<file path="config.mk">
export PLATFORM = sky130hd
export DESIGN_NAME = dsp_dac_router
export DESIGN_NICKNAME = d
export VERILOG_FILES = /design/src/rtl/dsprt_pkg.sv /design/src/rtl/dsprt_cfg_regs.sv /design/src/rtl/dsprt_legality.sv /design/src/rtl/dsprt_lane.sv /design/src/rtl/dsp_dac_router.sv
export SDC_FILE = /design/constraint.sdc
export NUM_CORES = 1
export LEC_CHECK = 0
export BUFFER_PORTS_ARGS = -buffer_cell sky130_fd_sc_hd__buf_2
export CORE_ASPECT_RATIO = 0.7
export CORE_UTILIZATION = 35
export CTS_CLUSTER_SIZE = 8
export DETAILED_ROUTE_END_ITERATION = 10
export GPL_TIMING_DRIVEN = 0
export SYNTH_ARGS = -nofsm -noshare
export SYNTH_HDL_FRONTEND = slang
export SYNTH_SLANG_ARGS = --single-unit
</file>
<file path="constraint.sdc">
create_clock -name clk -period 7.75 [get_ports clk]
set_input_delay 2.325 -clock clk [delete_from_list [all_inputs] [get_ports clk]]
set_output_delay 2.325 -clock clk [all_outputs]
set_load 0.01 [all_outputs]
</file>
<file path="src/rtl/dsprt_pkg.sv">
package dsprt_pkg;
    parameter int NUM_CH     = 4;
    parameter int NUM_LANE   = 2;
    parameter int NUM_STREAM = 4;
    parameter int SAMP_W     = 16;
    parameter int MODE_W     = 3;
    parameter int SRC_W      = 4;
    parameter int INTERP_W   = 4;
    parameter int DUC_LOW_CH = 2;

    localparam int SUM_W = SAMP_W + $clog2(NUM_CH) + 1;

    typedef enum logic [MODE_W-1:0] {
        CM_OFF    = 3'd0,
        CM_DUC    = 3'd1,
        CM_DDSREG = 3'd2,
        CM_DDSVEC = 3'd3,
        CM_DDSSTR = 3'd4
    } chan_mode_e;

    localparam logic [INTERP_W-1:0] INTERP_4X = 4'd3;
    localparam logic [INTERP_W-1:0] INTERP_6X = 4'd4;

    typedef logic [SRC_W-1:0]  src_t;
    typedef logic [SAMP_W-1:0] samp_t;

    typedef struct packed {
        logic [NUM_CH-1:0][MODE_W-1:0] mode;
        logic [NUM_LANE-1:0][SRC_W-1:0] src;
        logic [INTERP_W-1:0]            interp;
    } cfg_t;

    function automatic samp_t sat_samp(input logic signed [SUM_W-1:0] v);
        logic signed [SUM_W-1:0] hi;
        logic signed [SUM_W-1:0] lo;
        hi = SUM_W'((1 << (SAMP_W-1)) - 1);
        lo = -SUM_W'(1 << (SAMP_W-1));
        if (v > hi)      return samp_t'(hi);
        else if (v < lo) return samp_t'(lo);
        else             return v[SAMP_W-1:0];
    endfunction
endpackage

</file>
<file path="src/rtl/dsprt_cfg_regs.sv">
module dsprt_cfg_regs
    import dsprt_pkg::*;
(
    input  logic clk,
    input  logic rst,
    input  logic sys_en,
    input  logic cfg_we,
    input  cfg_t cfg_new,
    output cfg_t cfg_q
);
    always_ff @(posedge clk) begin
        if (rst) begin
            cfg_q.mode   <= '0;
            cfg_q.interp <= '0;
            for (int d = 0; d < NUM_LANE; d++)
                cfg_q.src[d] <= SRC_W'(d + 1);
        end else if (cfg_we && !sys_en) begin
            cfg_q <= cfg_new;
        end
    end
endmodule

</file>
<file path="src/rtl/dsprt_legality.sv">
module dsprt_legality
    import dsprt_pkg::*;
(
    input  cfg_t cfg,
    output logic all_off,
    output logic err
);
    always_comb begin
        all_off = 1'b1;
        err     = 1'b0;
        for (int c = 0; c < NUM_CH; c++) begin
            if (cfg.mode[c] != CM_OFF) all_off = 1'b0;
            if (cfg.mode[c] > CM_DDSSTR) err = 1'b1;
            if (c >= DUC_LOW_CH && cfg.mode[c] == CM_DUC &&
                (cfg.interp == INTERP_4X || cfg.interp == INTERP_6X))
                err = 1'b1;
        end
    end
endmodule

</file>
<file path="src/rtl/dsprt_lane.sv">
module dsprt_lane
    import dsprt_pkg::*;
(
    input  src_t                         src,
    input  logic                         bypass,
    input  logic [NUM_STREAM-1:0][SAMP_W-1:0] raw,
    input  logic [NUM_CH-1:0][SAMP_W-1:0]     dsp,
    output samp_t                        y
);
    logic signed [SUM_W-1:0] acc;
    samp_t                   pick;

    always_comb begin
        acc = '0;
        for (int n = 0; n < NUM_CH; n++)
            if (src[n])
                acc = acc + {{(SUM_W-SAMP_W){dsp[n][SAMP_W-1]}}, dsp[n]};
        pick = '0;
        for (int k = 0; k < NUM_STREAM; k++)
            if (src == SRC_W'(k)) pick = raw[k];
        y = bypass ? pick : sat_samp(acc);
    end
endmodule

</file>
<file path="src/rtl/dsp_dac_router.sv">
module dsp_dac_router
    import dsprt_pkg::*;
(
    input  logic                          clk,
    input  logic                          rst,
    input  logic                          sys_en,
    input  logic                          cfg_we,
    input  logic [NUM_CH*MODE_W-1:0]      cfg_mode,
    input  logic [NUM_LANE*SRC_W-1:0]     cfg_src,
    input  logic [INTERP_W-1:0]           cfg_interp,
    input  logic                          in_valid,
    input  logic [NUM_STREAM*SAMP_W-1:0]  raw_in,
    input  logic [NUM_CH*SAMP_W-1:0]      dsp_in,
    output logic [NUM_LANE*SAMP_W-1:0]    dac_out,
    output logic                          out_valid,
    output logic                          bypass,
    output logic                          cfg_err
);
    cfg_t cfg_new, cfg_q;
    logic all_off;
    logic [NUM_LANE-1:0][SAMP_W-1:0] lane_y;

    assign cfg_new.mode   = cfg_mode;
    assign cfg_new.src    = cfg_src;
    assign cfg_new.interp = cfg_interp;

    dsprt_cfg_regs u_regs (
        .clk(clk), .rst(rst), .sys_en(sys_en), .cfg_we(cfg_we),
        .cfg_new(cfg_new), .cfg_q(cfg_q)
    );

    dsprt_legality u_legal (
        .cfg(cfg_q), .all_off(all_off), .err(cfg_err)
    );

    assign bypass = all_off;

    for (genvar d = 0; d < NUM_LANE; d++) begin : g_lane
        dsprt_lane u_lane (
            .src(cfg_q.src[d]), .bypass(all_off),
            .raw(raw_in), .dsp(dsp_in), .y(lane_y[d])
        );
    end

    always_ff @(posedge clk) begin
        if (rst) begin
            dac_out   <= '0;
            out_valid <= 1'b0;
        end else begin
            dac_out   <= lane_y;
            out_valid <= in_valid;
        end
    end
endmodule

</file>
[Yosys cells after proc, flatten, opt, wreduce, memory -nomap -nowiden]
Cells that the tools add are included.
Operators by class
  add/sub/neg operators: 6
  $lt $le $gt $ge: 8
  eq/ne operators: 10
  muxes and demuxes: 32
  reductions and logical operators: 11
Operators with widths (count)
  $mux W16: 14
  $mux W19: 8
  $add A19 B19 Y19: 6
  $gt A19 B16 Y1 const B: 2
  $lt A19 B16 Y1 const B: 2
  $eq A4 B2 Y1 const B: 5
  $gt A3 B3 Y1 const B: 4
  $reduce_bool A3 Y1: 4
  $mux W1: 10
  $eq A4 B1 Y1 const B: 2
  $logic_not A4 Y1: 2
  $eq A3 B1 Y1 const B: 2
  $eq A4 B3 Y1 const B: 1
  $logic_and A1 B1 Y1: 3
  $logic_not A1 Y1: 1
  $logic_or A1 B1 Y1: 1
Word-level totals
  register bits after elaboration: 57
  input port bits: 157

[Depth between registers and ports, before layout]
  depth in word-level cells: 11
  mapped depth: 33
  mapped depth without buffers: 30

[Cells and area by module]
Synthesis repeated with hierarchy kept, for this count alone.
Unflattened totals
  cells, all modules: 1304
  area, all modules: 10227.3 um2
By module, submodules not included
  dsprt_lane (g_lane[1].u_lane): instances 1, cells an instance 580, area an instance 4180.3 um2, sequential area each 0.0 um2
  dsprt_lane (g_lane[0].u_lane): instances 1, cells an instance 530, area an instance 3861.2 um2, sequential area each 0.0 um2
  dsprt_cfg_regs: instances 1, cells an instance 109, area an instance 1186.1 um2, sequential area each 480.5 um2
  dsp_dac_router: instances 1, cells an instance 69, area an instance 889.6 um2, sequential area each 660.6 um2
  dsprt_legality: instances 1, cells an instance 16, area an instance 110.1 um2, sequential area each 0.0 um2

[Worst setup path after synthesis]
No wires, ideal clock.
  kind: in2reg
  from: input dsp_in[0]
  to: register dac_out[12]
  data arrival time: 8246 ps
  required time: 7664 ps
  slack: -582 ps
  stages: 30
  cells stage by stage: and2_1 -> ha_1 -> fa_1 -> a211oi_1 -> o21ai_0 -> a31oi_1 -> o21ai_0 -> a21oi_1 -> xor2_1 -> mux2i_1 -> ha_1 -> nand3_1 -> nor3_1 -> o311ai_1 -> a21oi_1 -> nor2_1 -> xnor2_1 -> mux2_2 -> ha_1 -> a21o_1 -> o21ai_0 -> nor2_1 -> o2bb2ai_1 -> o31a_1 -> o31a_1 -> or3_1 -> o311ai_2 -> buf_4 -> o211ai_1 -> a211oi_1
Between the ends
  cells in the longest elaborated chain, start to end: 11
RTL lines
  from (decl): RTL line dsp_dac_router.sv:13  | input logic [NUM_CH*SAMP_W-1:0] dsp_in,
  $mux W19 (*): RTL line dsprt_lane.sv:16  | if (src[n])
  $add A19 B19 Y19: RTL line dsprt_lane.sv:17  | acc = acc + {{(SUM_W-SAMP_W){dsp[n][SAMP_W-1]}}, dsp[n]};
  $mux W19 (*): RTL line dsprt_lane.sv:16
  $add A19 B19 Y19: RTL line dsprt_lane.sv:17
  $mux W19 (*): RTL line dsprt_lane.sv:16
  $add A19 B19 Y19: RTL line dsprt_lane.sv:17
  $mux W19 (*): RTL line dsprt_lane.sv:16
  $lt A19 B16 Y1: RTL line dsprt_pkg.sv:39  | else if (v < lo) return samp_t'(lo);
  $mux W16: RTL line dsprt_pkg.sv:39
  $mux W16 (*): RTL line dsprt_pkg.sv:38  | if (v > hi) return samp_t'(hi);
  $mux W16 (*): RTL line dsprt_lane.sv:21  | y = bypass ? pick : sat_samp(acc);
  to (signal assigned): RTL line dsp_dac_router.sv:50  | dac_out <= lane_y;
  to (decl): RTL line dsp_dac_router.sv:14  | output logic [NUM_LANE*SAMP_W-1:0] dac_out,
Mark *: on every way between the ends. The rest lies on a longest branch, timed or not.
A chain may end at the register's enable or synchronous reset.

[Final worst setup path]
  from: input dsp_in[0]
  to: register dac_out[5]
Same word-level chain as after synthesis.

==> flow_summary.json <==
{
  "tritoncts": "yes",
  "grt_use_total_pct": 28.0,
  "finish.cell_count_without_fillers": 1903,
  "floorplan.io_pins": 192,
  "final.setup_skew_ns": 0.00540,
  "floorplan.die_area_um2": 27500,
  "gp_congestion": 0.984,
  "core_um2": 26000,
  "clk_transition_reported_paths_ns": 0.06,
  "finalHoldViolCount": 0,
  "timing.max_cap.violations": 0,
  "sequential_share_of_the_synthesized_area_pct": 12.2,
  "hpwlAfterDp_mm": 31.7,
  "critical_path.endpoint_type": "register",
  "count_of_unique_library_cells_instantiated_by_yosys": 88,
  "worst_slew_margin_rel_pct": 8.42,
  "core.rowCount": 49,
  "yosys_most_used_dff": "dfxtp_1",
  "globalRouteOverflowTotal": 0,
  "mostFrequentLayoutCells": "192 x buf_2, 148 x nand2_1, 103 x a21oi_1",
  "outcome": "finished, violations left",
  "vias_in_the_first_global_route": 10614,
  "timing.critical_path.fanout_max": 4,
  "final_nets": 1806,
  "synth_enable_flop_cells": 0,
  "min_period_over_period_pct": 109,
  "netlist_area_um2": 9390,
  "slew_violations": 0,
  "slowest_delay_ns": 0.43,
  "worst-slew-pin-transition_ns": 1.37,
  "antenna_violations_before_repair": 1,
  "firstDrtPassIters": 7,
  "static-leakage-power_nw": 5.49,
  "numPlacedInstances": 1803,
  "critical_path_launch_point_type": "input pin",
  "worst_slack_setup_final_ns": -0.707,
  "placement.io_buffers": 190,
  "drt-vias-per-instance": 6.10,
  "drive_above_1_share_pct": 33.6,
  "clock_sink_count": 57,
  "layout_commonest_cell": "buf_2",
  "finalWirelength_mm": 40.6,
  "cts.path.max_buffers": 2,
  "final.fill_count": 2571,
  "cts_made_buffers": 9,
  "critical-path-slowest-cell": "fa_2",
  "grt_max_degree": 14,
  "hold_class": "reg2reg",
  "wire_per_inst_um": 21.4,
  "ctsHtreeMaxLevel": 3,
  "diodes": 0,
  "syn_inst": 1254,
  "die_h_um": 139,
  "initial_utilization_pct": 36.1,
  "required_ns": 7.98,
  "violations": "setup timing",
  "synth_seq_cells": 57,
  "detailroute.via_count": 11602,
  "rsz0062_at_grt": "true",
  "worst_skew_pair.late_latency_ns": 0.33,
  "share_of_flip_flops_with_an_asynchronous_set_or_reset_pct": 0,
  "cp.arrival_ns": 8.69,
  "placedInstanceArea_um2": 11000,
  "synth.yosys.warnings": 0,
  "fin_area_um2": 12900,
  "drt-initial-drc-count": 1342,
  "grt_first_pass_wirelength_mm": 59.6,
  "setup_viol": 32,
  "ctsRootBufferMaster": "clkbuf_16",
  "final_period_minus_worst_setup_slack_ns": 8.46,
  "route.detailed.drc": 0,
  "die_w_um": 198,
  "area_delta_synth_final_pct": 37.8,
  "multi_input_comb_area_um2": 8940,
  "syn_nets": 1519,
  "critical_path_class": "in2reg",
  "final_antenna_net_count": 0,
  "power_density_nw_per_um2": 172,
  "synthesis.area_per_instance_um2": 7.49,
  "ir_drop_uv": 117,
  "max_freq_ghz": 0.118,
  "ff_latch_area_um2": 1140
}
==> final timing paths <==
kind | startpoint | endpoint | slack [ns] | cells after the start
worst min register to register | u_regs.cfg_q[3] | u_regs.cfg_q[3] | 0.45 | 2
worst max-delay path | dsp_in[0] | dac_out[5] | -0.71 | 33
worst max register to register | u_regs.cfg_q[8] | dac_out[22] | -0.18 | 26
worst min-delay path | u_regs.cfg_q[3] | u_regs.cfg_q[3] | 0.45 | 2
==> power by group <==
| part | leakage [nW] | internal (W) | switching, W |
|---|---|---|---|
| clock | 0.141 | 0.000258 | 0.000156 |
| combinational | 4.88 | 0.000645 | 0.000813 |
| sequential | 0.472 | 0.000335 | 0.0000177 |
| total | 5.49 | 0.00124 | 0.000988 |
==> cells by family (layout without fill, tap and decap cells) <==
| kind of cell | after synthesis | after routing | synth area share (%) |
|---|---|---|---|
| adder cells (fa/ha/maj) | 109 | 109 | 15.0 |
| AO/OA/AOI/OAI | 491 | 491 | 36.4 |
| XOR/XNOR | 77 | 77 | 7.26 |
| AND/OR/NAND/NOR | 358 | 358 | 17.7 |
| flip-flops | 57 | 57 | 12.2 |
| multiplexers | 61 | 61 | 7.23 |
| buffers and inverters | 101 | 393 | 4.29 |
==> flip-flops by register name, indices dropped and copies added, names as in the netlist <==
name and flops:
out_valid 1, dac_out 32, u_regs.cfg_q 24
==> cell type report <==
class,count,area share [%]
multi-input combinational,1096,69.1
buffer,63,2.38
clock inverter,6,0.512
sequential,57,8.81
timing repair buffer,277,12.9
tap,357,3.45
inverter,37,1.07
clock buffer,10,1.85
==> synthesized netlist by cell type (19+ instances only) <==
master	instances	share of area [%]
xnor2_1	44	4.1
o21ai_0	81	4.3
a211oi_1	52	4.2
xor2_1	32	3.0
clkbuf_1	44	1.8
inv_1	36	1.4
and2_1	21	1.4
nand2_1	156	6.2
a21oi_1	121	6.4
a21o_1	35	2.8
dfxtp_1	57	12
ha_1	102	14
o211ai_1	19	1.5
mux2_2	45	5.4
nor2_1	79	3.2
a221oi_1	30	2.8
==> repair_timing <==
action	CTS	global route
setup endpoints to repair	32	32
hold buffers	0	0
pin swaps	71	69
gates resized for setup	105	87
hold endpoints to repair	0	0
gates cloned	2	0
setup buffers	62	22
==> through the flow <==
step	utilization (%)	power (W)	TNS [ns]	hold WS, ns	setup WS [ns]
final	49.8	0.00223	-18.43	0.454	-0.707
after CTS	47.5	0.00208	-15.50	0.457	-0.557
after floorplan	-	0.00116	-0.727	0.436	-0.0885
after global placement	42.3	0.00147	-44.67	0.448	-1.75
after global routing	49.8	0.00234	-22.96	0.472	-0.825
after detailed placement	42.4	0.00148	-45.45	0.449	-1.73
==> worst max-delay path, delay by kind of cell <==
family / cells / cell delay (ns)
AO/OA/AOI/OAI: 15 / 2.71
XOR/XNOR: 2 / 0.27
adder cells (fa/ha/maj): 4 / 1.35
buffers and inverters: 5 / 0.69
multiplexers: 2 / 0.32
AND/OR/NAND/NOR: 5 / 1.02
==> routing by layer <==
metal	track usage, %	share of wire, %	up-vias	wire (um)
met5	0	0.074	-	30
met4	4.90	1.6	4	669
met3	8.32	11	61	4520
met2	39.3	41	608	16500
met1	41.8	47	5538	18900
li1	-	-	5391	-
No activity file was read; power rests on OpenSTA's default activity.
